[src/rtl/gpio_irq_pkg.sv]
package gpio_irq_pkg;

  localparam int ADDR_W = 5;
  localparam int DATA_W = 32;
  localparam int STY_W  = 3;

  localparam logic [ADDR_W-1:0] OFF_DOUT  = 5'h00;
  localparam logic [ADDR_W-1:0] OFF_OEN   = 5'h04;
  localparam logic [ADDR_W-1:0] OFF_DIN   = 5'h08;
  localparam logic [ADDR_W-1:0] OFF_STAT  = 5'h0C;
  localparam logic [ADDR_W-1:0] OFF_STYLO = 5'h10;
  localparam logic [ADDR_W-1:0] OFF_STYHI = 5'h14;
  localparam logic [ADDR_W-1:0] OFF_CLKC  = 5'h18;
  localparam logic [ADDR_W-1:0] OFF_DBSL  = 5'h1C;

  typedef enum logic [STY_W-1:0] {
    STY_LVL_HI = 3'd0,
    STY_LVL_LO = 3'd1,
    STY_RISE   = 3'd2,
    STY_FALL   = 3'd3,
    STY_ANY    = 3'd4
  } irq_style_e;

endpackage

[src/rtl/gpio_rst_sync.sv]
module gpio_rst_sync #(
  parameter int STAGES = 2
) (
  input  logic clk,
  input  logic rst_n,
  output logic rst_sync_n
);
  logic [STAGES-1:0] chain_q;
  logic [STAGES-1:0] chain_d;

  always_comb begin
    chain_d = {chain_q[STAGES-2:0], 1'b1};
  end

  always_ff @(posedge clk or negedge rst_n) begin
    if (!rst_n) chain_q <= '0;
    else        chain_q <= chain_d;
  end

  assign rst_sync_n = chain_q[STAGES-1];
endmodule

[src/rtl/gpio_in_sync.sv]
module gpio_in_sync #(
  parameter int W = 16
) (
  input  logic         clk,
  input  logic         rst_n,
  input  logic [W-1:0] din,
  output logic [W-1:0] dout,
  output logic [W-1:0] dprev
);
  logic [W-1:0] meta_q, sync_q, prev_q;
  logic [W-1:0] meta_d, sync_d, prev_d;

  always_comb begin
    meta_d = din;
    sync_d = meta_q;
    prev_d = sync_q;
  end

  always_ff @(posedge clk or negedge rst_n) begin
    if (!rst_n) begin
      meta_q <= '0;
      sync_q <= '0;
      prev_q <= '0;
    end else begin
      meta_q <= meta_d;
      sync_q <= sync_d;
      prev_q <= prev_d;
    end
  end

  assign dout  = sync_q;
  assign dprev = prev_q;
endmodule

[src/rtl/gpio_line_irq.sv]
module gpio_line_irq
  import gpio_irq_pkg::*;
#(
  parameter bit IRQ_CAPABLE = 1'b1
) (
  input  logic             cur,
  input  logic             prev,
  input  logic [STY_W-1:0] style,
  output logic             set
);
  generate
    if (IRQ_CAPABLE) begin : g_cap
      always_comb begin
        case (irq_style_e'(style))
          STY_LVL_HI: set = cur;
          STY_LVL_LO: set = ~cur;
          STY_RISE:   set = cur & ~prev;
          STY_FALL:   set = ~cur & prev;
          STY_ANY:    set = cur ^ prev;
          default:    set = 1'b0;
        endcase
      end
    end else begin : g_nocap
      logic unused_in;
      assign unused_in = cur ^ prev ^ (^style);
      assign set = 1'b0;
    end
  endgenerate
endmodule

[src/rtl/gpio_irq_ctrl.sv]
module gpio_irq_ctrl
  import gpio_irq_pkg::*;
#(
  parameter int NUM_LINES = 16,
  parameter int IRQ_LINES = 13,
  parameter int PER_REG   = 8
) (
  input  logic                 clk,
  input  logic                 rst_n,
  input  logic                 reg_en,
  input  logic                 reg_wr,
  input  logic [ADDR_W-1:0]    reg_addr,
  input  logic [DATA_W-1:0]    reg_wdata,
  output logic [DATA_W-1:0]    reg_rdata,
  input  logic [NUM_LINES-1:0] pin_in,
  output logic [NUM_LINES-1:0] pin_out,
  output logic [NUM_LINES-1:0] pin_oe,
  output logic [NUM_LINES-1:0] irq_out
);
  localparam int STY_BITS = PER_REG * STY_W;

  logic rst_sync_n;
  logic [NUM_LINES-1:0] in_cur, in_prev, line_set;

  logic [NUM_LINES-1:0] dout_q, dout_d, oen_q, oen_d, stat_q, stat_d;
  logic [NUM_LINES-1:0][STY_W-1:0] sty_q, sty_d;
  logic [STY_BITS-1:0] sty_lo_rd, sty_hi_rd;

  logic wr_dout, wr_oen, wr_stat, wr_slo, wr_shi;
  logic [NUM_LINES-1:0] clr_mask;
  logic unused_wdata;

  assign unused_wdata = ^reg_wdata[DATA_W-1:STY_BITS];

  gpio_rst_sync #(.STAGES(2)) u_rst (
    .clk(clk), .rst_n(rst_n), .rst_sync_n(rst_sync_n)
  );

  gpio_in_sync #(.W(NUM_LINES)) u_sync (
    .clk(clk), .rst_n(rst_sync_n), .din(pin_in), .dout(in_cur), .dprev(in_prev)
  );

  genvar gi;
  generate
    for (gi = 0; gi < NUM_LINES; gi++) begin : g_line
      gpio_line_irq #(.IRQ_CAPABLE(gi < IRQ_LINES)) u_det (
        .cur(in_cur[gi]), .prev(in_prev[gi]), .style(sty_q[gi]), .set(line_set[gi])
      );
      if (gi < PER_REG) begin : g_lo
        assign sty_lo_rd[gi*STY_W +: STY_W] = sty_q[gi];
      end else begin : g_hi
        assign sty_hi_rd[(gi-PER_REG)*STY_W +: STY_W] = sty_q[gi];
      end
    end
  endgenerate

  // write decode
  always_comb begin
    wr_dout = reg_en && reg_wr && (reg_addr == OFF_DOUT);
    wr_oen  = reg_en && reg_wr && (reg_addr == OFF_OEN);
    wr_stat = reg_en && reg_wr && (reg_addr == OFF_STAT);
    wr_slo  = reg_en && reg_wr && (reg_addr == OFF_STYLO);
    wr_shi  = reg_en && reg_wr && (reg_addr == OFF_STYHI);
    clr_mask = wr_stat ? reg_wdata[NUM_LINES-1:0] : '0;
  end

  // next state
  always_comb begin
    dout_d = wr_dout ? reg_wdata[NUM_LINES-1:0] : dout_q;
    oen_d  = wr_oen  ? reg_wdata[NUM_LINES-1:0] : oen_q;
    stat_d = (stat_q & ~clr_mask) | line_set;
    sty_d  = sty_q;
    for (int i = 0; i < NUM_LINES; i++) begin
      if (i < PER_REG) begin
        if (wr_slo) sty_d[i] = reg_wdata[(i % PER_REG)*STY_W +: STY_W];
      end else begin
        if (wr_shi) sty_d[i] = reg_wdata[(i % PER_REG)*STY_W +: STY_W];
      end
    end
  end

  // registers
  always_ff @(posedge clk or negedge rst_sync_n) begin
    if (!rst_sync_n) begin
      dout_q <= '0;
      oen_q  <= '1;
      stat_q <= '0;
      sty_q  <= '0;
    end else begin
      dout_q <= dout_d;
      oen_q  <= oen_d;
      stat_q <= stat_d;
      sty_q  <= sty_d;
    end
  end

  // read mux
  always_comb begin
    reg_rdata = '0;
    if (reg_en && !reg_wr) begin
      case (reg_addr)
        OFF_DOUT:  reg_rdata[NUM_LINES-1:0] = dout_q;
        OFF_OEN:   reg_rdata[NUM_LINES-1:0] = oen_q;
        OFF_DIN:   reg_rdata[NUM_LINES-1:0] = in_cur;
        OFF_STAT:  reg_rdata[NUM_LINES-1:0] = stat_q;
        OFF_STYLO: reg_rdata[STY_BITS-1:0]  = sty_lo_rd;
        OFF_STYHI: reg_rdata[STY_BITS-1:0]  = sty_hi_rd;
        default:   reg_rdata = '0;
      endcase
    end
  end

  assign pin_out = dout_q;
  assign pin_oe  = ~oen_q;
  assign irq_out = stat_q;
endmodule

[config.mk]
export PLATFORM = sky130hd
export DESIGN_NAME = gpio_irq_ctrl
export DESIGN_NICKNAME = d
export VERILOG_FILES = /design/src/rtl/gpio_irq_pkg.sv /design/src/rtl/gpio_rst_sync.sv /design/src/rtl/gpio_in_sync.sv /design/src/rtl/gpio_line_irq.sv /design/src/rtl/gpio_irq_ctrl.sv
export SDC_FILE = /design/constraint.sdc
export NUM_CORES = 1
export LEC_CHECK = 0
export ABC_AREA = 1
export BUFFER_PORTS_ARGS = -buffer_cell sky130_fd_sc_hd__buf_2
export CORE_MARGIN = 8
export CORE_UTILIZATION = 40
export DETAILED_ROUTE_END_ITERATION = 8
export PLACE_DENSITY = 0.68
export SYNTH_ARGS = -nofsm -noshare
export SYNTH_HDL_FRONTEND = slang
export SYNTH_SLANG_ARGS = --single-unit
export TNS_END_PERCENT = 5
[constraint.sdc]
create_clock -name clk -period 9.2 [get_ports clk]
set_input_delay 0.46 -clock clk [delete_from_list [all_inputs] [get_ports clk]]
set_output_delay 0.46 -clock clk [all_outputs]
set_load 0.05 [all_outputs]
### Yosys cells after proc, flatten, opt, wreduce, memory -nomap -nowiden

Index checks and enable logic that the tools add are counted.

| storage, ports and cells | value |
|---|---|
| register bits | 143 |
| input bits | 57 |
| output and inout bits | 80 |
| logic and storage cells | 188 |

| operators by class | value |
|---|---|
| equal/unequal tests | 57 |
| muxes and demuxes | 17 |
| bitwise gates (word level) | 69 |
| reduce and logical (&&, ||, !) cells | 22 |

Operator list:

| operator | number |
|---|---|
| $pmux 16 s6 | 1 |
| $eq 3x2->1 const B | 26 |
| $pmux 1 s5 | 13 |
| $eq 3x1->1 const B | 13 |
| $eq 3x3->1 const B | 13 |
| $logic_not 3->1 | 13 |
| $not 16->16 | 2 |
| $and 1x1->1 | 26 |
| $not 1->1 | 26 |
| $mux 24 | 1 |
| $and 16x16->16 | 1 |
| $mux 16 | 1 |
| $or 16x13->16 | 1 |
| $pmux 8 s2 | 1 |
| $xor 1x1->1 | 13 |
| $eq 5x4->1 const B | 2 |
| $eq 5x5->1 const B | 2 |
| $logic_and 1x1->1 | 7 |
| $eq 5x3->1 const B | 1 |
| $logic_not 5->1 | 1 |
| $logic_not 1->1 | 1 |

### Longest topological paths before layout

Gate-level depths: netlist (run 1).

| logic depth | value |
|---|---|
| word-level depth | 6 |
| depth in mapped cells | 9 |
| gate-level depth less buffers | 7 |

### Hierarchy

A second synthesis (run 1) with hierarchy kept.

| second synthesis, totals | value |
|---|---|
| cells, all modules | 952 |
| area, all modules | 7593.5 µm² |

Modules (own cells, without submodules):

| module | instances | cells an instance | area each (µm²) | sequential area each (µm²) |
|---|---|---|---|---|
| gpio_irq_ctrl | 1 | 635 | 5052.3 | 2422.3 |
| gpio_line_irq (g_line[0].u_det ...) | 13 | 20 | 96.3 | 0.0 |
| gpio_in_sync | 1 | 48 | 1201.2 | 1201.2 |
| gpio_rst_sync | 1 | 3 | 53.8 | 50.0 |
| gpio_line_irq (g_line[13].u_det ...) | 3 | 2 | 11.3 | 0.0 |

### Worst setup path before layout (run 1)

No wires, ideal clock.

| timing path | value |
|---|---|
| path type | input to output |
| start point | input port reg_addr[4] |
| end point | output port reg_rdata[10] |
| arrival | 2.120 ns |
| required time | 8.740 ns |
| setup slack | 6.620 ns |
| stages on the path | 8 |
| buffers on the path | 3 |
| cell sequence | buf_2 inv_2 buf_4 buf_2 nand4_1 nand2_1 inv_1 a21oi_1 |

| on the way | value |
|---|---|
| word-level cells in the longest chain between the ends | 3 |
| elaborated cells between the ends (all ways) | 8 |
| those cells by class | eq/ne (5); mux (2); reduce/logical (1) |

RTL lines:

| what | RTL line | text |
|---|---|---|
| start, declared | gpio_irq_ctrl.sv:12 | `input logic [ADDR_W-1:0] reg_addr,` |
| $eq 5x5->1, or another cell as far along | gpio_irq_ctrl.sv:101 | `case (reg_addr)` |
| $pmux 16 s6 (*) | gpio_irq_ctrl.sv:101 |  |
| $mux 24 (*) | gpio_irq_ctrl.sv:100 | `if (reg_en && !reg_wr) begin` |
| end, declared | gpio_irq_ctrl.sv:14 | `output logic [DATA_W-1:0] reg_rdata,` |

Every way passes the cells marked *; elsewhere a longest branch is shown, timed or not.

### Worst setup path after layout (run 1)

| timing path | value |
|---|---|
| start point | input port reg_addr[1] |
| end point | output port reg_rdata[13] |

The elaborated chain is that of the path after synthesis.

==> results of run 1 <==
final timing paths:
path,from,endpoint,slack (ns),cells past startpoint
worst max register to register,u_rst.chain_q[1]$_DFF_PN0_,sty_hi_rd[0]$_DFFE_PN0P_,7.30,1
worst min register to register,u_sync.meta_q[8]$_DFF_PN0_,u_sync.dout[8]$_DFF_PN0_,0.35,0
min in group asynchronous,rst_n,u_rst.chain_q[1]$_DFF_PN0_,0.36,2
worst min-delay path,pin_in[15],u_sync.meta_q[15]$_DFF_PN0_,0.14,1
worst max-delay path,reg_addr[1],reg_rdata[13],5.98,10
max in group asynchronous,u_rst.chain_q[1]$_DFF_PN0_,sty_hi_rd[0]$_DFFE_PN0P_,7.30,1
sequential cells by signal, indices dropped and copies added (netlist names):
register / count
u_sync.meta_q: 16
u_rst.chain_q: 2
u_sync.dprev: 13
oen_q: 16
sty_lo_rd: 24
irq_out: 16
sty_hi_rd: 24
pin_out: 16
u_sync.dout: 16
cell usage after synthesis:
master and count:
o21ai_1 23, nor2_8 1, nor2_1 43, nand4_1 82
xnor2_1 8, o21ai_2 4, clkinv_1 1, ha_1 26
nand2_1 172, o22ai_1 8, dfstp_2 16, a21o_1 5
buf_2 11, a21oi_1 29, clkbuf_1 20, inv_2 1
buf_4 11, buf_6 5, o21ai_0 87, inv_1 115
nand2_2 4, conb_1 2, nor2_4 4, nand3b_1 5
nand3_1 16, nor2_2 1, dfrtp_1 127, nor4_1 5
buf_1 5
per-stage QoR:
stage	cells	hold slack [ns]
2_1_floorplan	844	0.164
3_3_place_gp	1142	0.247
3_5_place_dp	1142	0.248
4_1_cts	1175	0.125
5_1_grt	1175	0.116
6_report	1175	0.140
logic make-up after synthesis:
family	after synthesis	synth area share, %
AND/OR/NAND/NOR	333	22.0
flip-flops	143	50.6
buffers and inverters	169	10.2
adder cells (fa/ha/maj)	26	4.57
other	2	0.106
AO/OA/AOI/OAI	156	11.5
XOR/XNOR	8	0.985
layer usage:
layer  share of wire, %  wire length (um)  vias up  GRT usage, %
met4                2.8               555        0          7.27
li1                   -                 -     2944             -
met5                  0                 0        -             0
met1                 43              8470     2861          22.8
met3                7.3              1440       26          5.43
met2                 47              9170      218          28.4
cell type report:
class                           instances  area share [%]
Sequential cell                       143            42.8
Multi-Input combinational cell        532            33.5
Timing Repair Buffer                  126            7.70
Clock buffer                           20            5.31
Inverter                              117            5.22
Tap cell                              225            3.34
Clock inverter                         12            2.18
power groups by stage:
stage | clock network, mW | registers, mW | logic (mW)
floorplan | 0 | 0.786 | 0.159
global placement | 0 | 0.763 | 0.250
detailed placement | 0 | 0.765 | 0.256
CTS | 0.749 | 0.754 | 0.257
global route | 0.779 | 0.765 | 0.282
finish | 0.739 | 0.755 | 0.255
cell usage in the layout (no fill, tap or decap):
| cell type | instances |
|---|---|
| buf_2 | 120 |
| a21oi_1 | 29 |
| nor2_1 | 43 |
| o21ai_2 | 4 |
| nand3_1 | 16 |
| inv_1 | 115 |
| clkinv_4 | 3 |
| inv_2 | 1 |
| nor4_1 | 5 |
| a21o_1 | 5 |
| o21ai_1 | 23 |
| o21ai_0 | 87 |
| clkinv_1 | 1 |
| nand3b_1 | 5 |
| nor2_8 | 1 |
| nand2_2 | 4 |
| nand2_1 | 172 |
| dfrtp_1 | 126 |
| clkbuf_1 | 2 |
| inv_6 | 2 |
| bufinv_16 | 4 |
| clkbuf_16 | 17 |
| clkinvlp_4 | 2 |
| buf_4 | 5 |
| ha_1 | 26 |
| conb_1 | 9 |
| dfstp_2 | 16 |
| nand4_1 | 82 |
| dlygate4sd3_1 | 1 |
| clkinv_2 | 1 |
| clkbuf_8 | 1 |
| xnor2_1 | 8 |
| dfrtp_4 | 1 |
| o22ai_1 | 8 |
| nor2_4 | 5 |
==> impl_metrics.toml, run 1 <==
[clocking]
clkTransAtPathRegs_ns = 0.06
hold_buffers = 1
worstSkewPairLatency_ns = 0.42
cts_buffers = 17
htree_levels = 4
post_cts_resized = 0
cts_tree = "built"
root_buffer = "clkbuf_16"
numClockSinks = 143
cts_setup_buffers = 0
clockBufferDepth = 2

[timing]
maxSlewViolCount = 0
max_freq_mhz = 310
setup-tns-final_ns = 0
hold_viol = 0
fin_crit_ns = 3.22
maxSlewHeadroom_pct = 26.6
setup_viol = 0
skew_ns = 0.0106
grt_setup_unrepaired = "no"
period_share_pct = 35.0
worstMarginPinSlew_ns = 1.10
setup_ws_ns = 5.98

[worst_hold_path]
hold_path_class = "input port to flop"

[power_and_ir_drop]
p_int_mw = 1.23
combPwrFrac_pct = 14.6
leakagePower_nw = 4.10
p_per_area_mw_per_mm2 = 208
seqPwrFrac_pct = 43.2
vdd_drop_max_mv = 0.139
clock_power_share_pct = 42.3
switching_share_pct = 29.6
report.power.total_mw = 1.75
switching_power_mw = 0.518

[grt]
grt_pass1_vias = 5947
grt.overflow.total = 0
antenna_found_initial = 0
grt_usage_pct = 18.0
grt_pass1_wl_um = 31600
grt_max_degree = 85

[worst_setup_path]
critPathKind = "input port to primary output"
cp_max_fo = 84
crit_required_ns = 8.74
cp_slowest_cell = "buf_4"
crit_path_end_kind = "primary output"
worstPathCellList = "buf_2 > nor2_4 > buf_4 > nand2_2 > nor2_4 > nand2_1 > nand2_1 > inv_1 > a21oi_1 > buf_2"
cp.arrival_ns = 2.76
cp.buffers_inverters = 4
cpPeakStageDelay_ns = 0.68
cpLargestDelayFamily = "buffers and inverters"
startpoint_type = "input port"

[cells_and_area]
utilization_pct = 48.5
area_delta_synth_final_pct = 18.4
register_area_mm2 = 0.00360
nNetsFinal = 1020
postLayoutCellArea_mm2 = 0.00842
antenna_cells = 0
drive_gt1_share_pct = 19.7
fill_cells = 1646
multi_input_area_mm2 = 0.00282

[floorplanning]
row_count = 48
initial_utilization_pct = 41.0
pin_count = 137
die_area_mm2 = 0.0223
die_h_um = 149
fp.dieW_um = 149
core_area_mm2 = 0.0174

[place]
gp_congestion = 0.817
placed_area_mm2 = 0.00778
post-place-ws_ns = 5.97
hpwl_um = 13200
portBuffers = 120

[logic_synthesis]
synth_top_area_share_pct = 44.7
ys_warn_count = 0
seq_area_frac_synth_pct = 50.6
ys_types = 29
ys_ff_latch = 143
synthCells = 837
synth_area_leaders = "dfrtp_1 (45%), nand2_1 (9.1%), nand4_1 (7.2%), o21ai_0 (6.1%), inv_1 (6.1%)"
synth_top_cell_by_area = "dfrtp_1"
syn_avg_cell_area_um2 = 8.50
mappedNetlistArea_mm2 = 0.00711

[run_status]
outcome = "complete, no violations"

[drt]
drt_iter0_drc = 438
avgRoutedWirePerCell_um = 16.7
drt_wl_total_um = 19600
drc = 0
ant_nets = 0
vias = 6049
vias_per_cell = 5.15
first_pass_iters = 5

[job]
maxCapViolations = 0
(Power assumes the default switching activity.)
==> inputs of run 2 (changes only) <==
ABC_AREA = 0   (was 1)
clock period = 3 ns   (was 9.2 ns; I/O delays follow)
==> run 2 against run 1 <==
  * Clock skew is 0.0065 ns lower
  * Sequential share of layout area is 2.1 points lower
  * Area after synthesis is 2.1% lower
  * Setup slack worse by 5.2 ns
  * Sequential power grew to 3.0 times the previous value
  * Worst hold slack worse by 0.13 ns
  * First-iteration DRC count is 41% lower
  * Critical path type unchanged
==> impl_metrics.toml, run 2 <==
[run_status]
outcome = "complete, no violations"

[cells_and_area]
register_area_mm2 = 0.00360
final_cell_mix = "dfrtp_1 (126), buf_2 (120), inv_1 (68), mux2i_1 (60), mux2_2 (56)"
utilization_pct = 51.6
final_common_cell = "dfrtp_1"
area_delta_synth_final_pct = 27.2
multi_input_area_mm2 = 0.00293
nNetsFinal = 819
fill_cells = 1499
postLayoutCellArea_mm2 = 0.00886
drive_gt1_share_pct = 34.4
final_cell_count_no_fill = 976

[logic_synthesis]
seq_area_frac_synth_pct = 51.7
ys_types = 44
async_flop_share_pct = 100
synth_area_leaders = "dfrtp_1 (46%), mux2_2 (9.1%), mux2i_1 (8.6%), dfstp_2 (6.0%), ha_1 (4.7%)"
synth_top_area_share_pct = 45.6
synth_edf_count = 0
synthCells = 567
ys_ff_latch = 143
mappedNetlistArea_mm2 = 0.00697
synthMostInstantiatedCell = "dfrtp_1"
ys_warn_count = 0
synth_commonest_cells = "dfrtp_1 (127), inv_1 (68), mux2i_1 (60)"
synth_top_cell_by_area = "dfrtp_1"
ys.flop_type = "dfrtp_1"
syn_avg_cell_area_um2 = 12.3

[clocking]
hold_buffers = 39
cts_setup_buffers = 0
root_buffer = "clkbuf_16"
cts_tree = "built"
worstSkewPairLatency_ns = 0.43
post_cts_resized = 0
numClockSinks = 143
clkTransAtPathRegs_ns = 0.05
clockBufferDepth = 2
cts_buffers = 17
htree_levels = 4

[grt]
grt_pass1_wl_um = 30100
grt.overflow.total = 0
grt_max_degree = 65
grt_pass1_vias = 5432
grt_usage_pct = 17.8
antenna_found_initial = 1

[worst_setup_path]
cpPeakStageDelay_ns = 0.62
startpoint_type = "input port"
critPathKind = "input port to primary output"
cp_common_cell = "buf_2"
cp_slowest_cell = "or4b_1"
crit_path_end_kind = "primary output"
worstPathCellList = "buf_2 > or4b_1 > buf_4 > o22a_1 > a31oi_1 > buf_2"
crit_required_ns = 2.85
cp.arrival_ns = 2.05
cp_max_fo = 16

[timing]
max_freq_mhz = 454
setup_viol = 0
setup-tns-final_ns = 0
period_share_pct = 73.3
hold_viol = 0
setup_ws_ns = 0.800
maxSlewViolCount = 0
maxSlewHeadroom_pct = 51.0
grt_setup_unrepaired = "no"
worstMarginPinSlew_ns = 0.735
skew_ns = 0.00409
fin_crit_ns = 2.20
timing.hold.ws_ns = 0.0148

[power_and_ir_drop]
leakagePower_nw = 4.22
p_per_area_mw_per_mm2 = 613
report.power.total_mw = 5.43
vdd_drop_max_mv = 0.442

[drt]
ant_nets = 0
vias_per_cell = 5.28
drt_wl_total_um = 19200
drt_iter0_drc = 259
vias = 5153
drc = 0
avgRoutedWirePerCell_um = 19.6
first_pass_iters = 5

[place]
portBuffers = 120
post-place-ws_ns = 0.680
placed_cells = 903
placed_area_mm2 = 0.00783
gp_congestion = 0.813
hpwl_um = 13600

[floorplanning]
row_count = 48
die_h_um = 148
core_area_mm2 = 0.0172
initial_utilization_pct = 40.6
fp.dieW_um = 148
pin_count = 137
die_area_mm2 = 0.0219

[job]
maxCapViolations = 0

[worst_hold_path]
hold_path_class = "input port to flop"
==> run 2: cell count changes in the layout (fill, tap and decap cells not counted), moves of 37 or more <==
| cell | change |
|---|---|
| nand2_1 | -171 |
| dlygate4sd3_1 | +38 |
| nor2_1 | -37 |
| o21ai_0 | -75 |
| inv_1 | -47 |
| nand4_1 | -82 |
| mux2i_1 | +60 |
| mux2_2 | +56 |
==> run 2: logic make-up (layout without fill, tap and decap cells) <==
logic type	count (synthesis)	in the layout	synth area share, %
xor gates and xnor gates	12	12	1.51
AOI/OAI and AO/OA	91	91	9.39
adders and majority gates	26	26	4.67
DFF	143	143	51.7
buffers and inverters	102	277	6.77
muxes	125	125	19.9
other	2	11	0.108
and+or+nand+nor	66	66	5.95
==> run 2: worst paths after layout <==
| kind | start | endpoint | slack, ns | depth (start not counted) |
|---|---|---|---|---|
| worst max-delay path | reg_addr[4] | reg_rdata[2] | 0.80 | 6 |
| worst min-delay path | reg_wdata[5] | oen_q[5]$_DFFE_PN1P_ | 0.01 | 3 |
| worst max register to register | u_sync.dout[7]$_DFF_PN0_ | irq_out[7]$_DFF_PN0_ | 1.58 | 5 |
| worst min register to register | u_sync.meta_q[1]$_DFF_PN0_ | u_sync.dout[1]$_DFF_PN0_ | 0.34 | 0 |
| max in group asynchronous | u_rst.chain_q[1]$_DFF_PN0_ | oen_q[3]$_DFFE_PN1P_ | 1.74 | 1 |
| min in group asynchronous | rst_n | u_rst.chain_q[0]$_DFF_PN0_ | 0.03 | 2 |
==> run 2: critical path: cells and delay by family <==
kind | cells | cell delay [ns]
buf+inv | 3 | 0.82
simple gates | 1 | 0.62
compound gates | 2 | 0.45
==> run 2: layout make-up <==
class / instances / area share [%]
diodes: 2 / 0.0565
clock buffers: 22 / 5.35
clock inverters: 10 / 1.79
inverters: 68 / 2.88
multi-input cells: 329 / 33.1
flip-flops and latches: 143 / 40.7
well taps: 225 / 3.18
repair buffers: 177 / 13.0
==> run 2: report_power, final <==
group | switching [mW] | internal (mW) | total [mW]
sequential | 0.175 | 2.13 | 2.30
clock | 0.801 | 1.45 | 2.25
combinational | 0.549 | 0.323 | 0.872
==> run 2: per-layer routing <==
metal	share of wire [%]	vias up	GRT usage, %
met5	0	-	0
met4	2.2	0	7.04
met3	7.3	35	5.35
met2	48	180	28.5
met1	43	2587	22.1
li1	-	2351	-
